### config.mk
export PLATFORM = sky130hd
export DESIGN_NAME = nest_decoder
export DESIGN_NICKNAME = d
export VERILOG_FILES = /design/src/rtl/nest_decoder.sv
export SDC_FILE = /design/constraint.sdc
export NUM_CORES = 1
export LEC_CHECK = 0
export BUFFER_PORTS_ARGS = -buffer_cell sky130_fd_sc_hd__buf_2
export CAP_MARGIN = 20
export CORE_MARGIN = 8
export CORE_UTILIZATION = 50
export DETAILED_ROUTE_END_ITERATION = 10
export PLACE_DENSITY = 0.83
export REMOVE_ABC_BUFFERS = 1
export SLEW_MARGIN = 20
export SYNTH_ARGS = -nofsm -noshare
export SYNTH_HDL_FRONTEND = slang
export SYNTH_SLANG_ARGS = --single-unit
### constraint.sdc
create_clock -name clk -period 1.45 [get_ports clk]
set_clock_uncertainty 0.1 [all_clocks]
set_input_delay 0.145 -clock clk [delete_from_list [all_inputs] [get_ports clk]]
set_output_delay 0.145 -clock clk [all_outputs]
set_load 0.1 [all_outputs]
### src/rtl/nest_decoder.sv
module nest_decoder (
  input  logic        clk,
  input  logic        rst_n,
  input  logic        in_valid,
  input  logic [15:0] instr,
  output logic        out_valid,
  output logic [1:0]  fmt,
  output logic [3:0]  sub_op,
  output logic [3:0]  rd,
  output logic [3:0]  ra,
  output logic [3:0]  rb,
  output logic [3:0]  alu_op,
  output logic [7:0]  imm,
  output logic        is_load,
  output logic        is_store,
  output logic        mem_wide,
  output logic        is_io_rd,
  output logic        is_io_wr,
  output logic        is_branch,
  output logic        is_call,
  output logic        is_excr,
  output logic        is_illegal
);

  localparam logic [3:0] ALU_NONE = 4'hF;

  logic [3:0] n_d, n_a, n_b, n_o;
  assign {n_d, n_a, n_b, n_o} = instr;

  wire esc1 = (n_o == 4'hF);
  wire esc2 = esc1 && (n_b == 4'hF);

  logic [1:0] c_fmt;
  logic [3:0] c_sub, c_alu;
  logic [7:0] c_imm;
  logic [8:0] c_fl; // ld, st, wide, io_rd, io_wr, br, call, excr, illegal

  always_comb begin
    c_alu = ALU_NONE;
    c_imm = 8'h00;
    c_fl  = 9'h000;
    if (esc2) begin
      c_fmt = 2'd2;
      c_sub = n_a;
      if (n_a <= 4'hA) c_fl[1] = 1'b1;
      else             c_fl[0] = 1'b1;
    end else if (esc1) begin
      c_fmt = 2'd1;
      c_sub = n_b;
      case (n_b)
        4'h0: c_alu = 4'h8;
        4'h1: c_alu = 4'h9;
        4'h2: c_alu = 4'hA;
        4'h3: c_alu = 4'hB;
        4'h4: c_fl[2] = 1'b1;
        4'h5: c_alu = 4'hC;
        4'h6: c_fl[5] = 1'b1;
        4'h7: c_fl[4] = 1'b1;
        4'h8: begin c_fl[5] = 1'b1; c_imm = {4'h0, n_a}; end
        4'h9: begin c_fl[4] = 1'b1; c_imm = {4'h0, n_a}; end
        4'hA: begin c_alu = 4'h0; c_imm = {4'h0, n_a}; end
        4'hB: begin c_alu = 4'h2; c_imm = {4'h0, n_a}; end
        4'hC: begin c_alu = 4'h3; c_imm = {4'h0, n_a}; end
        4'hD: begin c_alu = n_a[3] ? 4'h6 : 4'h5; c_imm = {5'h00, n_a[2:0]}; end
        default: begin c_alu = 4'h7; c_imm = {4'h0, n_a}; end
      endcase
    end else begin
      c_fmt = 2'd0;
      c_sub = n_o;
      case (n_o)
        4'h0, 4'h1: c_imm = {n_a, n_b};
        4'h2: c_fl[8] = 1'b1;
        4'h3: begin c_fl[8] = 1'b1; c_fl[6] = 1'b1; end
        4'h4: c_fl[7] = 1'b1;
        4'h5: begin c_fl[7] = 1'b1; c_fl[6] = 1'b1; end
        4'hE: c_fl[3] = 1'b1;
        default: c_alu = n_o - 4'h6;
      endcase
    end
  end

  always_ff @(posedge clk) begin
    if (!rst_n) begin
      out_valid <= 1'b0;
      fmt       <= 2'd0;
      sub_op    <= 4'h0;
      {rd, ra, rb} <= 12'h000;
      alu_op    <= ALU_NONE;
      imm       <= 8'h00;
      {is_load, is_store, mem_wide, is_io_rd, is_io_wr,
       is_branch, is_call, is_excr, is_illegal} <= 9'h000;
    end else begin
      out_valid <= in_valid;
      if (in_valid) begin
        fmt    <= c_fmt;
        sub_op <= c_sub;
        {rd, ra, rb} <= {n_d, n_a, n_b};
        alu_op <= c_alu;
        imm    <= c_imm;
        {is_load, is_store, mem_wide, is_io_rd, is_io_wr,
         is_branch, is_call, is_excr, is_illegal} <= c_fl;
      end
    end
  end

  p_valid_delay_r2: assert property (@(posedge clk) disable iff (!rst_n)
    in_valid |=> out_valid);

  p_hold_r2: assert property (@(posedge clk) disable iff (!rst_n)
    !in_valid |=> ($stable(sub_op) && $stable(fmt) && $stable(imm) && $stable(alu_op)));

  p_one_class_r12: assert property (@(posedge clk) disable iff (!rst_n)
    $onehot0({is_load, is_store, is_io_rd, is_io_wr, is_branch, is_call, is_excr, is_illegal}));

  p_illegal_quiet_r11: assert property (@(posedge clk) disable iff (!rst_n)
    is_illegal |-> (alu_op == ALU_NONE && imm == 8'h00 && fmt == 2'd2 && !mem_wide));

  p_ldimm_value_r4: assert property (@(posedge clk) disable iff (!rst_n)
    (in_valid && instr[3:1] == 3'b000) |=> (imm == $past(instr[11:4]) && fmt == 2'd0));

  p_tier2_select_r10: assert property (@(posedge clk) disable iff (!rst_n)
    (in_valid && instr[7:0] == 8'hFF) |=> (fmt == 2'd2 && (is_excr || is_illegal)));

endmodule

# Yosys cells after proc, flatten, opt, wreduce, memory -nomap -nowiden
# Cells that the tools add are included.
op_classes:
  eq_ne: 21
  n_reduce_logical: 12
  n_lt_le_gt_ge: 1
  addsub: 1
  n_mux: 28
ops:
  columns: ["operator", "n"]
  rows:
  - ["$pmux W4 S10", 1]
  - ["$eq A4 B4 Y1 const B", 9]
  - ["$eq A4 B3 Y1 const B", 6]
  - ["$mux W8", 3]
  - ["$mux W4", 5]
  - ["$eq A4 B2 Y1 const B", 4]
  - ["$mux W1", 12]
  - ["$reduce_or A2 Y1", 6]
  - ["$eq A4 B1 Y1 const B", 2]
  - ["$logic_not A4 Y1", 2]
  - ["$mux W2", 4]
  - ["$pmux W4 S2", 1]
  - ["$reduce_or A8 Y1", 1]
  - ["$mux W7", 1]
  - ["$reduce_or A7 Y1", 1]
  - ["$reduce_or A5 Y1", 1]
  - ["$le A4 B4 Y1 const B", 1]
  - ["$sub A4 B3 Y4 const B", 1]
  - ["$mux W3", 1]
  - ["$logic_and A1 B1 Y1", 1]
word_totals:
  elab_cells: 80
  register_bits: 40
  inputBits: 19

# Longest topological paths before layout
# Gate-level depths: netlist of run 1.
logic_depth:
  depth_word: 5
  mapped_depth: 5
  depth_no_buf: 4

# Least setup slack after synthesis of run 1
# OpenSTA, ideal clock, no wires.
synth_path:
  kind: "flip-flop to flip-flop"
  from: "register, netlist name sub_op[1]"
  to: "register sub_op[1]"
  path_stages_with_launch: 4
  arrival_time_ps: 1298
  setup_ps: 76
  n_path_buf: 0
  required_time_ps: 1274
  setup_slack_ps: -24
  path_cell_list: "dfxtp_1 nor2b_1 a31oi_1 a21boi_0"
synth_rtl:
  columns: ["element", "line", "text"]
  rows:
  - ["end signal: assignment", "96", "sub_op <= c_sub;"]
  - ["end: declaration", "8", "output logic [3:0] sub_op,"]

# Final worst setup path of run 1
layout_path:
  from: "register alu_op[1]"
  to: "output alu_op[1]"
layout_rtl:
  columns: ["element", "line", "text"]
  rows:
  - ["start: declaration", "12", "output logic [3:0] alu_op,"]
  - ["start signal: assignment", "98", "alu_op <= c_alu;"]
# No word-level cell between the ends.

==> metrics.csv, run 1 <==
stage,metric,value,unit
yosys,syn_area,1910,um^2
placement,dpl.hpwl,3560,um
setup_path,criticalPathCategory,flop to output port,
clock_network,clk_latency,0.29,ns
placement,gp_congestion,0.844,
clock_network,cts_buffers,5,
die,dieArea,6050,um^2
setup_path,regToRegSetupSlack,0.57,ns
global_route,busiest_layer,met2,
setup_path,crit_fanout,2,
die,core_area,3660,um^2
global_route,grt-ovfl-total,0,
timing,rsz0062_at_grt,false,
cells_and_area,drive_gt1_frac,0.299,
hold_path,hold_path_class,primary input to flop,
clock_network,clk_pin_slew_worst_paths,0.08,ns
timing,fmaxAchievable,757,MHz
clock_network,cts_resized,0,
clock_network,cts_tree,done,
setup_path,critPathTopFamily,buffers and inverters,
timing,setup_slack,0.129,ns
setup_path,crit_required,1.21,ns
setup_path,startpoint_type,flop,
routing,via_per_inst,5.24,
routing,wl,4770,um
die,boundaryPins,59,
hold_path,holdPathStages,3,
timing,min_period_over_period,0.911,
timing,max_slew_margin,0.672,
clock_network,clockBufferDepth,2,
timing,finalSetupViolations,0,
setup_path,crit_path_top_delay_cell,buf_2,
global_route,grt.total_usage,0.161,
placement,port_buffers,58,
placement,dp.cells,324,
setup_path,worstRegToRegCells,3,
clock_network,post_cts_buffers,0,
global_route,grt_antenna_before_repair,0,
clock_network,clock-root-buffer,clkbuf_8,
yosys,synth_cells,217,
die,die_h,77.8,um
clock_network,cts_hold_buf,0,
global_route,grtUsageMet1,0.181,
routing,drc,0,
routing,routedWlPerCell,14.4,um
global_route,grt_use_met2,0.258,
run_status,run_status,"finished, final reports clean",
clock_network,cts_sinks,40,
cells_and_area,multiInputGateArea,977,um^2
die,rows,22,
routing,drtAntennaViolNets,0,
die,initial_core_util,0.522,
pwr,p_leak,1.07,nW
cells_and_area,diodes,0,
placement,dpl_worst_slack,0.0555,ns
run,maxCapViolCount,0,
global_route,met3_usage,0.0599,
cells_and_area,fin_nets,303,
cells_and_area,register_area,801,um^2
yosys,synthDistinctLibCells,40,
routing,dr.first_iter.drc_count,117,
setup_path,crit_path_end_kind,output port,
setup_path,cpPeakStageDelay,0.44,ns
timing,fin_hold_ws,0.00842,ns
cells_and_area,area_delta_synth_final,26.9,%
setup_path,worstPathArrival,1.08,ns
setup_path,r2r-end,sub_op[1],
cells_and_area,n_fill_cell,324,
timing,hold_violations,0,
pwr,p_per_area,1110,nW/um^2
timing,drv_slew,0,
setup_path,path_buf_inv,1,
yosys,syn_area_per_cell,8.80,um^2
global_route,first_global_vias,1758,
cells_and_area,fin_util,0.662,
routing,vias,1741,
pwr,vdd_ir_drop_max,742,uV
setup_path,reg2reg_from,sub_op[1],
hold_path,min_from,instr[12],
global_route,grt_max_degree,29,
timing,fin_tns_setup,0,ns
setup_path,worstSetupStartpoint,alu_op[1],
global_route,grt_first_pass_wirelength,8020,um
setup_path,crit_chain,buf_2,
yosys,synth-seq-cells,40,
routing,firstDrtPassIters,4,
clock_network,cts-htree-levels,2,
hold_path,whs_endpoint,rd[0],
yosys,ys_warn_count,0,
cells_and_area,fin_cells,332,
die,die_w,77.8,um
timing,worst_pin_slew,0.496,ns
yosys,synth-seq-area-share,0.419,
timing,min_period,1.32,ns
-- final cells by class --
type | instances | share of cell area
Clock buffer | 6 | 0.0299
Tap cell | 48 | 0.0248
Multi-Input combinational cell | 147 | 0.403
Sequential cell | 40 | 0.330
Clock inverter | 2 | 0.0145
Timing Repair Buffer | 77 | 0.179
Inverter | 12 | 0.0186
-- registers in the layout, indices dropped and copies added, names as in the netlist, 2 cells and up --
| signal | flops |
|---|---|
| rd | 4 |
| imm | 8 |
| rb | 4 |
| fmt | 2 |
| sub_op | 4 |
| alu_op | 4 |
| ra | 4 |
-- routing by layer --
metal / share of wire / wire (um)
met5: 0 / 0
met3: 0.075 / 358
met1: 0.43 / 2040
met4: 0.022 / 104
met2: 0.48 / 2270
-- cell usage after synthesis --
master | number | share of area
clkbuf_1 | 7 | 0.014
a32oi_1 | 3 | 0.014
a211o_1 | 1 | 0.0046
nand4_4 | 1 | 0.011
nor2b_1 | 13 | 0.043
o21ai_0 | 7 | 0.018
dfxtp_1 | 40 | 0.42
nor3_1 | 1 | 0.0026
buf_4 | 2 | 0.0079
ha_1 | 1 | 0.0066
o2111ai_1 | 4 | 0.018
xor2_1 | 2 | 0.0092
and4_1 | 1 | 0.0046
inv_1 | 12 | 0.024
a31oi_1 | 4 | 0.013
nand2_1 | 18 | 0.035
a2111o_1 | 1 | 0.0059
or3_1 | 2 | 0.0066
mux2i_1 | 9 | 0.047
o32ai_1 | 3 | 0.014
nor2_1 | 3 | 0.0059
o21ai_1 | 1 | 0.0026
o21a_1 | 2 | 0.0079
a21boi_1 | 2 | 0.0079
a21boi_0 | 9 | 0.035
nor3b_1 | 2 | 0.0079
o22ai_1 | 6 | 0.020
and3b_1 | 1 | 0.0046
nand4b_1 | 2 | 0.0092
nand3b_1 | 3 | 0.012
buf_2 | 9 | 0.024
nand3_1 | 8 | 0.021
and2_1 | 10 | 0.033
o221ai_1 | 2 | 0.0092
a21o_1 | 1 | 0.0039
nand4_1 | 5 | 0.016
nand2b_1 | 14 | 0.046
a21oi_1 | 3 | 0.0079
xnor2_1 | 1 | 0.0046
o211ai_1 | 1 | 0.0039
-- how the worst max path moves through the flow --
stage | depth (start not counted) | endpoint
after floorplan | 3 | sub_op[1]
after global placement | 5 | alu_op[1]
after detailed placement | 5 | alu_op[1]
after CTS | 1 | is_io_rd
after global routing | 1 | alu_op[1]
final | 1 | alu_op[1]
-- where the power goes --
group          internal, mW  switching [mW]  leakage (nW)
logic                 0.153           0.483         0.689
registers              1.14          0.0184         0.327
clock network         0.511           0.377        0.0552
-- stage by stage --
stage                     cell area [um^2]  total power, mW
final                                 2420             2.68
after global routing                  2420             2.78
after CTS                             2420             2.70
after detailed placement              2320             1.82
after global placement                2320             1.81
after floorplan                       1820             1.61
-- cell usage in the layout (no fill, tap or decap), types with 5 or more instances in the layout --
master,n
nand2_1,18
dfxtp_1,40
a21boi_0,9
nand3_1,8
and2_1,10
buf_2,58
clkbuf_8,5
nand4_1,5
o22ai_1,6
nand2b_1,14
nor2b_1,13
o21ai_0,7
mux2i_1,9
buf_4,19
inv_1,12
-- logic make-up after synthesis --
| kind of cell | Yosys count | share of synthesized area |
|---|---|---|
| AOI/OAI and AO/OA | 50 | 0.186 |
| xor gates and xnor gates | 3 | 0.0138 |
| adders and majority gates | 1 | 0.00655 |
| buffers and inverters | 30 | 0.0688 |
| DFF | 40 | 0.419 |
| muxes | 9 | 0.0472 |
| and+or+nand+nor | 84 | 0.258 |
Note: power is estimated with default switching activity, not from simulation.
==> run 2, diff against run 1 <==
==> constraint.sdc (replaced) <==
create_clock -name clk -period 1.3 [get_ports clk]
set_clock_uncertainty 0.1 [all_clocks]
set_input_delay 0.13 -clock clk [delete_from_list [all_inputs] [get_ports clk]]
set_output_delay 0.13 -clock clk [all_outputs]
set_load 0.1 [all_outputs]
==> metrics.csv, run 2 (synthesized netlist as in run 1, its figures left out) <==
stage,metric,value,unit,change
run,maxCapViolCount,0,,unchanged
cells_and_area,largest_reg_flops,8,,unchanged
global_route,met3_usage,0.0507,,-0.00922
routing,dr.first_iter.drc_count,174,,+49%
pwr,cell_internal_pwr,2.01,mW,+11%
setup_path,crit_fanout,2,,unchanged
pwr,p_per_area,1020,nW/um^2,-7.6%
clock_network,clock-root-buffer,clkbuf_8,,
setup_path,worstPathArrival,0.97,ns,-0.11 ns
timing,finalSetupViolations,0,,unchanged
setup_path,crit_path_end_kind,output port,,
setup_path,reg2reg_from,sub_op[1],,
cells_and_area,diodes,0,,unchanged
timing,rsz0062_at_grt,false,,
routing,routedWlPerCell,16.7,um,+16%
placement,gp_congestion,0.912,,+8.1%
hold_path,min_from,instr[14],,
timing,fin_tns_setup,0,ns,unchanged
timing,worst_pin_slew,0.346,ns,-0.150 ns
clock_network,post_cts_buffers,0,,unchanged
timing,fmaxAchievable,836,MHz,
cells_and_area,area_delta_synth_final,55.7,%,
global_route,grt_max_degree,59,,+100%
clock_network,clk_latency,0.29,ns,about the same
cells_and_area,n_fill_cell,216,,-33%
clock_network,clockBufferDepth,2,,unchanged
routing,drc,0,,unchanged
setup_path,regToRegSetupSlack,0.28,ns,-0.29 ns
pwr,vdd_ir_drop_max,643,uV,-13%
placement,dp.cells,328,,+1.2%
placement,dpl.hpwl,4080,um,+15%
pwr,combPwrFrac,0.281,,+0.044
die,initial_core_util,0.522,,unchanged
run_status,run_status,"finished, final reports clean",,
pwr,swShare,0.341,,+0.0132
placement,port_buffers,58,,unchanged
clock_network,cts-htree-levels,2,,unchanged
setup_path,startpoint_type,flop,,
clock_network,cts_tree,done,,
timing,hold_violations,0,,unchanged
routing,firstDrtPassIters,4,,unchanged
cells_and_area,drive_gt1_frac,0.307,,+0.00760
die,die_h,77.8,um,unchanged
setup_path,crit_chain,clkbuf_4,,
routing,vias,1904,,+9.4%
setup_path,critPathTopFamily,flip-flops,,
setup_path,crit_required,1.07,ns,-0.14 ns
clock_network,clk_pin_slew_worst_paths,0.07,ns,about the same
routing,drtAntennaViolNets,0,,unchanged
setup_path,r2r-end,sub_op[1],,
setup_path,criticalPathCategory,flop to output port,,
timing,max_slew_margin,0.768,,+0.0961
hold_path,whs_endpoint,rd[2],,
setup_path,worstSetupStartpoint,rd[0],,
routing,wl,5650,um,+18%
hold_path,hold_path_class,primary input to flop,,
cells_and_area,multiInputGateArea,977,um^2,unchanged
setup_path,worstRegToRegCells,3,,unchanged
global_route,busiest_layer,met2,,
timing,min_period_over_period,0.920,,
cells_and_area,final_cell_mix,"40 x dfxtp_1, 33 x buf_12, 24 x buf_4",,
die,rows,22,,unchanged
die,die_w,77.8,um,unchanged
global_route,first_global_vias,1973,,+12%
cells_and_area,fin_cells,338,,+1.8%
global_route,grt_first_pass_wirelength,9450,um,+18%
cells_and_area,largest_register,imm,,
pwr,total_power,3.04,mW,+13%
pwr,clock_power_share,0.285,,-0.046
global_route,grt_use_met2,0.326,,+0.0677
hold_path,holdPathStages,3,,unchanged
global_route,grt_antenna_before_repair,0,,unchanged
die,boundaryPins,59,,unchanged
global_route,grt.total_usage,0.190,,+0.0292
timing,min_period,1.20,ns,
pwr,p_leak,1.20,nW,+12%
timing,drv_slew,0,,unchanged
clock_network,cts_sinks,40,,unchanged
setup_path,crit_path_top_delay_cell,dfxtp_1,,
routing,via_per_inst,5.63,,+7.4%
cells_and_area,fin_nets,309,,+2.0%
cells_and_area,final_common_cell,dfxtp_1,,
setup_path,cpPeakStageDelay,0.34,ns,-0.10 ns
global_route,grtUsageMet1,0.211,,+0.0301
global_route,grt-ovfl-total,0,,unchanged
clock_network,cts_buffers,5,,unchanged
pwr,power.share.sequential,0.433,,about the same
die,core_area,3660,um^2,unchanged
cells_and_area,register_area,801,um^2,unchanged
pwr,netSwitchingPower,1.04,mW,+18%
setup_path,path_buf_inv,1,,unchanged
die,dieArea,6050,um^2,unchanged
-- run 2: layer usage --
metal / wire [um] / share of wire / vias to the layer above
met1: 2280 / 0.40 / 903
met4: 174 / 0.031 / 0
met2: 2920 / 0.52 / 74
li1: - / - / 909
met5: 0 / 0 / -
met3: 282 / 0.050 / 18
-- run 2: layout make-up --
type | instances | area share
timing repair buffer | 83 | 0.335
multi-input combinational | 147 | 0.329
sequential | 40 | 0.269
clock buffer | 7 | 0.0290
tap | 48 | 0.0202
inverter | 12 | 0.0152
clock inverter | 1 | 0.00253
-- run 2: timing repair --
| action | 4_1_cts | 5_1_grt |
|---|---|---|
| hold endpoints to repair | 2 | 0 |
| setup endpoints to repair | 2 | 6 |
| gates resized for setup | 2 | 6 |
| hold buffers | 2 | 0 |
-- run 2: stage by stage --
step	hold slack, ns	worst slack (ns)	utilization	instance area [um^2]
after floorplan	0.102	-0.171	-	1820
after global placement	0.285	0.0362	0.775	2840
after detailed placement	0.316	-0.0294	0.775	2840
after CTS	0.00947	0.00115	0.808	2960
after global routing	0.00711	0.0674	0.812	2970
final	0.0118	0.104	0.812	2970
-- run 2: worst max path at each step --
stage	end	slack, ns	depth (start not counted)
final	rd[0]	0.10	1
after global routing	is_io_wr	0.07	1
after CTS	rd[0]	0.001	1
after detailed placement	imm[2]	-0.03	6
after global placement	alu_op[1]	0.04	5
after floorplan	sub_op[1]	-0.17	3
-- run 2: power groups by stage --
| stage | sequential, mW | clock [mW] | combinational [mW] |
|---|---|---|---|
| after floorplan | 1.67 | 0 | 0.134 |
| after global placement | 1.34 | 0 | 0.822 |
| after detailed placement | 1.35 | 0 | 0.840 |
| after CTS | 1.32 | 0.870 | 0.852 |
| after global routing | 1.32 | 0.929 | 0.892 |
| final | 1.32 | 0.868 | 0.856 |
==> run 3, diff against run 2 <==
--- a/config.mk
+++ b/config.mk
@@ -11,7 +11,7 @@
 export CORE_UTILIZATION = 50
 export DETAILED_ROUTE_END_ITERATION = 10
 export PLACE_DENSITY = 0.83
-export REMOVE_ABC_BUFFERS = 1
+export SETUP_SLACK_MARGIN = 0.5
 export SLEW_MARGIN = 20
 export SYNTH_ARGS = -nofsm -noshare
 export SYNTH_HDL_FRONTEND = slang
==> metrics.csv, run 3 <==
stage,metric,value,unit,change
yosys,ys_top_cells_by_area,"dfxtp_1 42%, mux2i_1 4.7%, nand2b_1 4.6%",,
clock_network,cts_sinks,40,,unchanged
yosys,synth-seq-cells,40,,unchanged
yosys,ys.flop_type,dfxtp_1,,
yosys,synth_top_cell_by_area,dfxtp_1,,
die,boundaryPins,59,,unchanged
yosys,ys_warn_count,0,,unchanged
run_status,run_status,did not finish,,
run_status,haltStage,clock tree synthesis,,
yosys,synth_most_common_cell,dfxtp_1,,
yosys,synth-seq-area-share,0.419,,unchanged
yosys,synth.top_cell.area_share,0.419,,unchanged
die,initial_core_util,0.522,,unchanged
yosys,synth-async-reset-ratio,0,,unchanged
clock_network,clockBufferDepth,2,,unchanged
clock_network,cts_buffers,5,,unchanged
yosys,synthDistinctLibCells,40,,unchanged
yosys,syn_area_per_cell,8.80,um^2,unchanged
die,rows,22,,unchanged
clock_network,cts-htree-levels,2,,unchanged
die,die_h,77.8,um,unchanged
clock_network,post_cts_buffers,18,,+18
yosys,synth_edf_count,0,,unchanged
clock_network,clock-root-buffer,clkbuf_8,,
yosys,synth_cells,217,,unchanged
yosys,syn_nets,237,,
yosys,synth_common_cells,"40 x dfxtp_1, 18 x nand2_1, 14 x nand2b_1, 13 x nor2b_1, 12 x inv_1",,
die,die_w,77.8,um,unchanged
run_status,tool.error,[ERROR DPL-0033] detailed placement checks failed during check placement.,,
placement,dpl.hpwl,4240,um,+3.8%
yosys,syn_area,1910,um^2,unchanged
placement,port_buffers,58,,unchanged
placement,dpl_worst_slack,-0.0579,ns,-0.0285 ns
placement,gp_congestion,0.912,,about the same
clock_network,cts_resized,75,,+73
run 3: cell counts after synthesis:
No cell type changed its count.
run 3: per-stage QoR:
stage	instance area [um^2]	TNS, ns	hold slack [ns]	instances
floorplan	2160	0	0.180	217
global placement	3050	0	0.291	320
detailed placement	3050	-0.0894	0.298	320
run 3: cell families after synthesis:
kind of cell / after synthesis / synth area share
mux: 9 / 0.0472
compound gates: 50 / 0.186
simple gates: 84 / 0.258
buf+inv: 30 / 0.0688
xor+xnor: 3 / 0.0138
flops: 40 / 0.419
fa+ha+maj: 1 / 0.00655
==> run 4, diff against run 3 <==
--- a/config.mk
+++ b/config.mk
@@ -8,10 +8,9 @@
 export BUFFER_PORTS_ARGS = -buffer_cell sky130_fd_sc_hd__buf_2
 export CAP_MARGIN = 20
 export CORE_MARGIN = 8
-export CORE_UTILIZATION = 50
+export CORE_UTILIZATION = 38
 export DETAILED_ROUTE_END_ITERATION = 10
-export PLACE_DENSITY = 0.83
-export SETUP_SLACK_MARGIN = 0.5
+export PLACE_DENSITY_LB_ADDON = 0.15
 export SLEW_MARGIN = 20
 export SYNTH_ARGS = -nofsm -noshare
 export SYNTH_HDL_FRONTEND = slang
==> metrics.csv, run 4 (synthesized netlist as in run 1, its figures left out) <==
stage,metric,value,unit,change
routing,drc,0,,
global_route,grtUsageMet1,0.190,,
cells_and_area,n_fill_cell,429,,
global_route,grt_use_met2,0.236,,
clock_network,cts_sinks,40,,unchanged
setup_path,reg2reg_from,sub_op[1],,
timing,min_period,1.18,ns,
timing,finalSetupViolations,0,,
setup_path,crit_path_top_delay_cell,dfxtp_2,,
timing,drv_slew,0,,
global_route,grt_antenna_before_repair,0,,
hold_path,holdPathStages,3,,
timing,min_period_over_period,0.909,,
setup_path,worstRegToRegCells,3,,
timing,worst_pin_slew,0.299,ns,
routing,routedWlPerCell,14.6,um,
die,die_h,86.9,um,+12%
clock_network,post_cts_buffers,0,,-18
setup_path,critPathTopFamily,flip-flops,,
die,rows,26,,+18%
timing,hold_violations,0,,
placement,dpl.hpwl,4100,um,-3.2%
cells_and_area,drive_gt1_frac,0.442,,
setup_path,cpPeakStageDelay,0.33,ns,
cells_and_area,diodes,0,,
setup_path,cp.depth,1,,
clock_network,cts_tree,done,,
run,maxCapViolCount,0,,
setup_path,endpoint,imm[5],,
die,boundaryPins,59,,unchanged
setup_path,worstPathArrival,0.95,ns,
cells_and_area,largest_register,imm,,
pwr,vdd_ir_drop_max,1030,uV,
die,die_w,86.9,um,+12%
placement,place_area,2920,um^2,-4.1%
setup_path,crit_chain,clkbuf_4,,
clock_network,clockBufferDepth,2,,unchanged
setup_path,regToRegSetupSlack,0.37,ns,
routing,wl,5410,um,
die,dieArea,7550,um^2,
timing,fin_tns_setup,0,ns,
global_route,grt-ovfl-total,0,,
yosys,syn_nets,237,,unchanged
placement,port_buffers,58,,unchanged
setup_path,worstSetupStartpoint,imm[5],,
cells_and_area,largest_reg_flops,8,,
clock_network,cts-htree-levels,2,,unchanged
cells_and_area,fin_area,3110,um^2,
routing,vias,1872,,
setup_path,path_buf_inv,1,,
cells_and_area,final_cell_mix,"34 x dfxtp_2, 32 x buf_4, 29 x buf_12",,
die,core_area,4980,um^2,
clock_network,clk_latency,0.29,ns,
cells_and_area,area_delta_synth_final,62.8,%,
routing,via_per_inst,5.05,,
timing,max_slew_margin,0.800,,
die,initial_core_util,0.384,,-0.138
global_route,grt_max_degree,31,,
global_route,met3_usage,0.0557,,
setup_path,crit_fanout,2,,
global_route,first_global_vias,1905,,
routing,firstDrtPassIters,4,,
setup_path,crit_required,1.07,ns,
setup_path,crit_path_end_kind,output port,,
pwr,p_leak,1.27,nW,
timing,fmaxAchievable,847,MHz,
setup_path,r2r-end,sub_op[1],,
global_route,grt.total_usage,0.152,,
clock_network,cts_buffers,5,,unchanged
placement,gp_congestion,0.856,,-6.1%
clock_network,clock-root-buffer,clkbuf_8,,
run_status,run_status,"finished, final reports clean",,
timing,rsz0062_at_grt,false,,
cells_and_area,final_common_cell,dfxtp_2,,
setup_path,startpoint_type,flop,,
cells_and_area,fin_nets,320,,
routing,drtAntennaViolNets,0,,
setup_path,criticalPathCategory,flop to output port,,
global_route,grt_first_pass_wirelength,9200,um,
routing,dr.first_iter.drc_count,156,,
clock_network,clk_pin_slew_worst_paths,0.08,ns,
global_route,busiest_layer,met2,,
pwr,p_per_area,1060,nW/um^2,
hold_path,hold_path_class,primary input to flop,,
-- run 4: how the worst min path moves through the flow --
stage	from	endpoint	slack [ns]
finish	instr[8]	sub_op[0]	0.06
floorplan	instr[0]	sub_op[0]	0.18
CTS	instr[9]	ra[1]	0.05
global route	instr[8]	sub_op[0]	0.07
detailed placement	instr[13]	rd[1]	0.30
global placement	instr[14]	rd[2]	0.29
-- run 4: what timing repair did --
| action | in CTS | in global routing |
|---|---|---|
| hold buffers | 4 | 0 |
| endpoints found under the setup margin | 0 | 11 |
| hold endpoints to repair | 4 | 0 |
| gates resized for setup | 0 | 11 |
-- run 4: final cells by class --
class / instances / area [um^2] / share of cell area
Tap cell: 70 / 87.6 / 0.0282
Timing Repair Buffer: 94 / 1030 / 0.333
Clock buffer: 6 / 82.6 / 0.0266
Multi-Input combinational cell: 147 / 977 / 0.314
Sequential cell: 40 / 843 / 0.271
Clock inverter: 2 / 38.8 / 0.0125
Inverter: 12 / 45.0 / 0.0145
-- run 4: layer usage --
metal  vias to the layer above  part of all wire
li1                        928                 -
met1                       867              0.46
met2                        71              0.45
met3                         6             0.083
met4                         0             0.010
met5                         -                 0
-- run 4: power breakdown --
group	switching (mW)	internal, mW	total (mW)	leakage (nW)
registers	0.0433	1.28	1.32	0.340
logic	0.549	0.311	0.861	0.869
clock network	0.472	0.628	1.10	0.0614
-- run 4: per-stage QoR --
stage           util  cells  worst slack [ns]  power, mW  hold slack, ns
2_1_floorplan      -    217           0.00796       1.87           0.184
3_3_place_gp   0.586    359           -0.0166       2.19           0.289
3_5_place_dp   0.586    359           -0.0235       2.20           0.299
4_1_cts        0.619    371           0.00644       3.32          0.0509
5_1_grt        0.624    371            0.0700       3.43          0.0724
6_report       0.624    371             0.119       3.28          0.0586
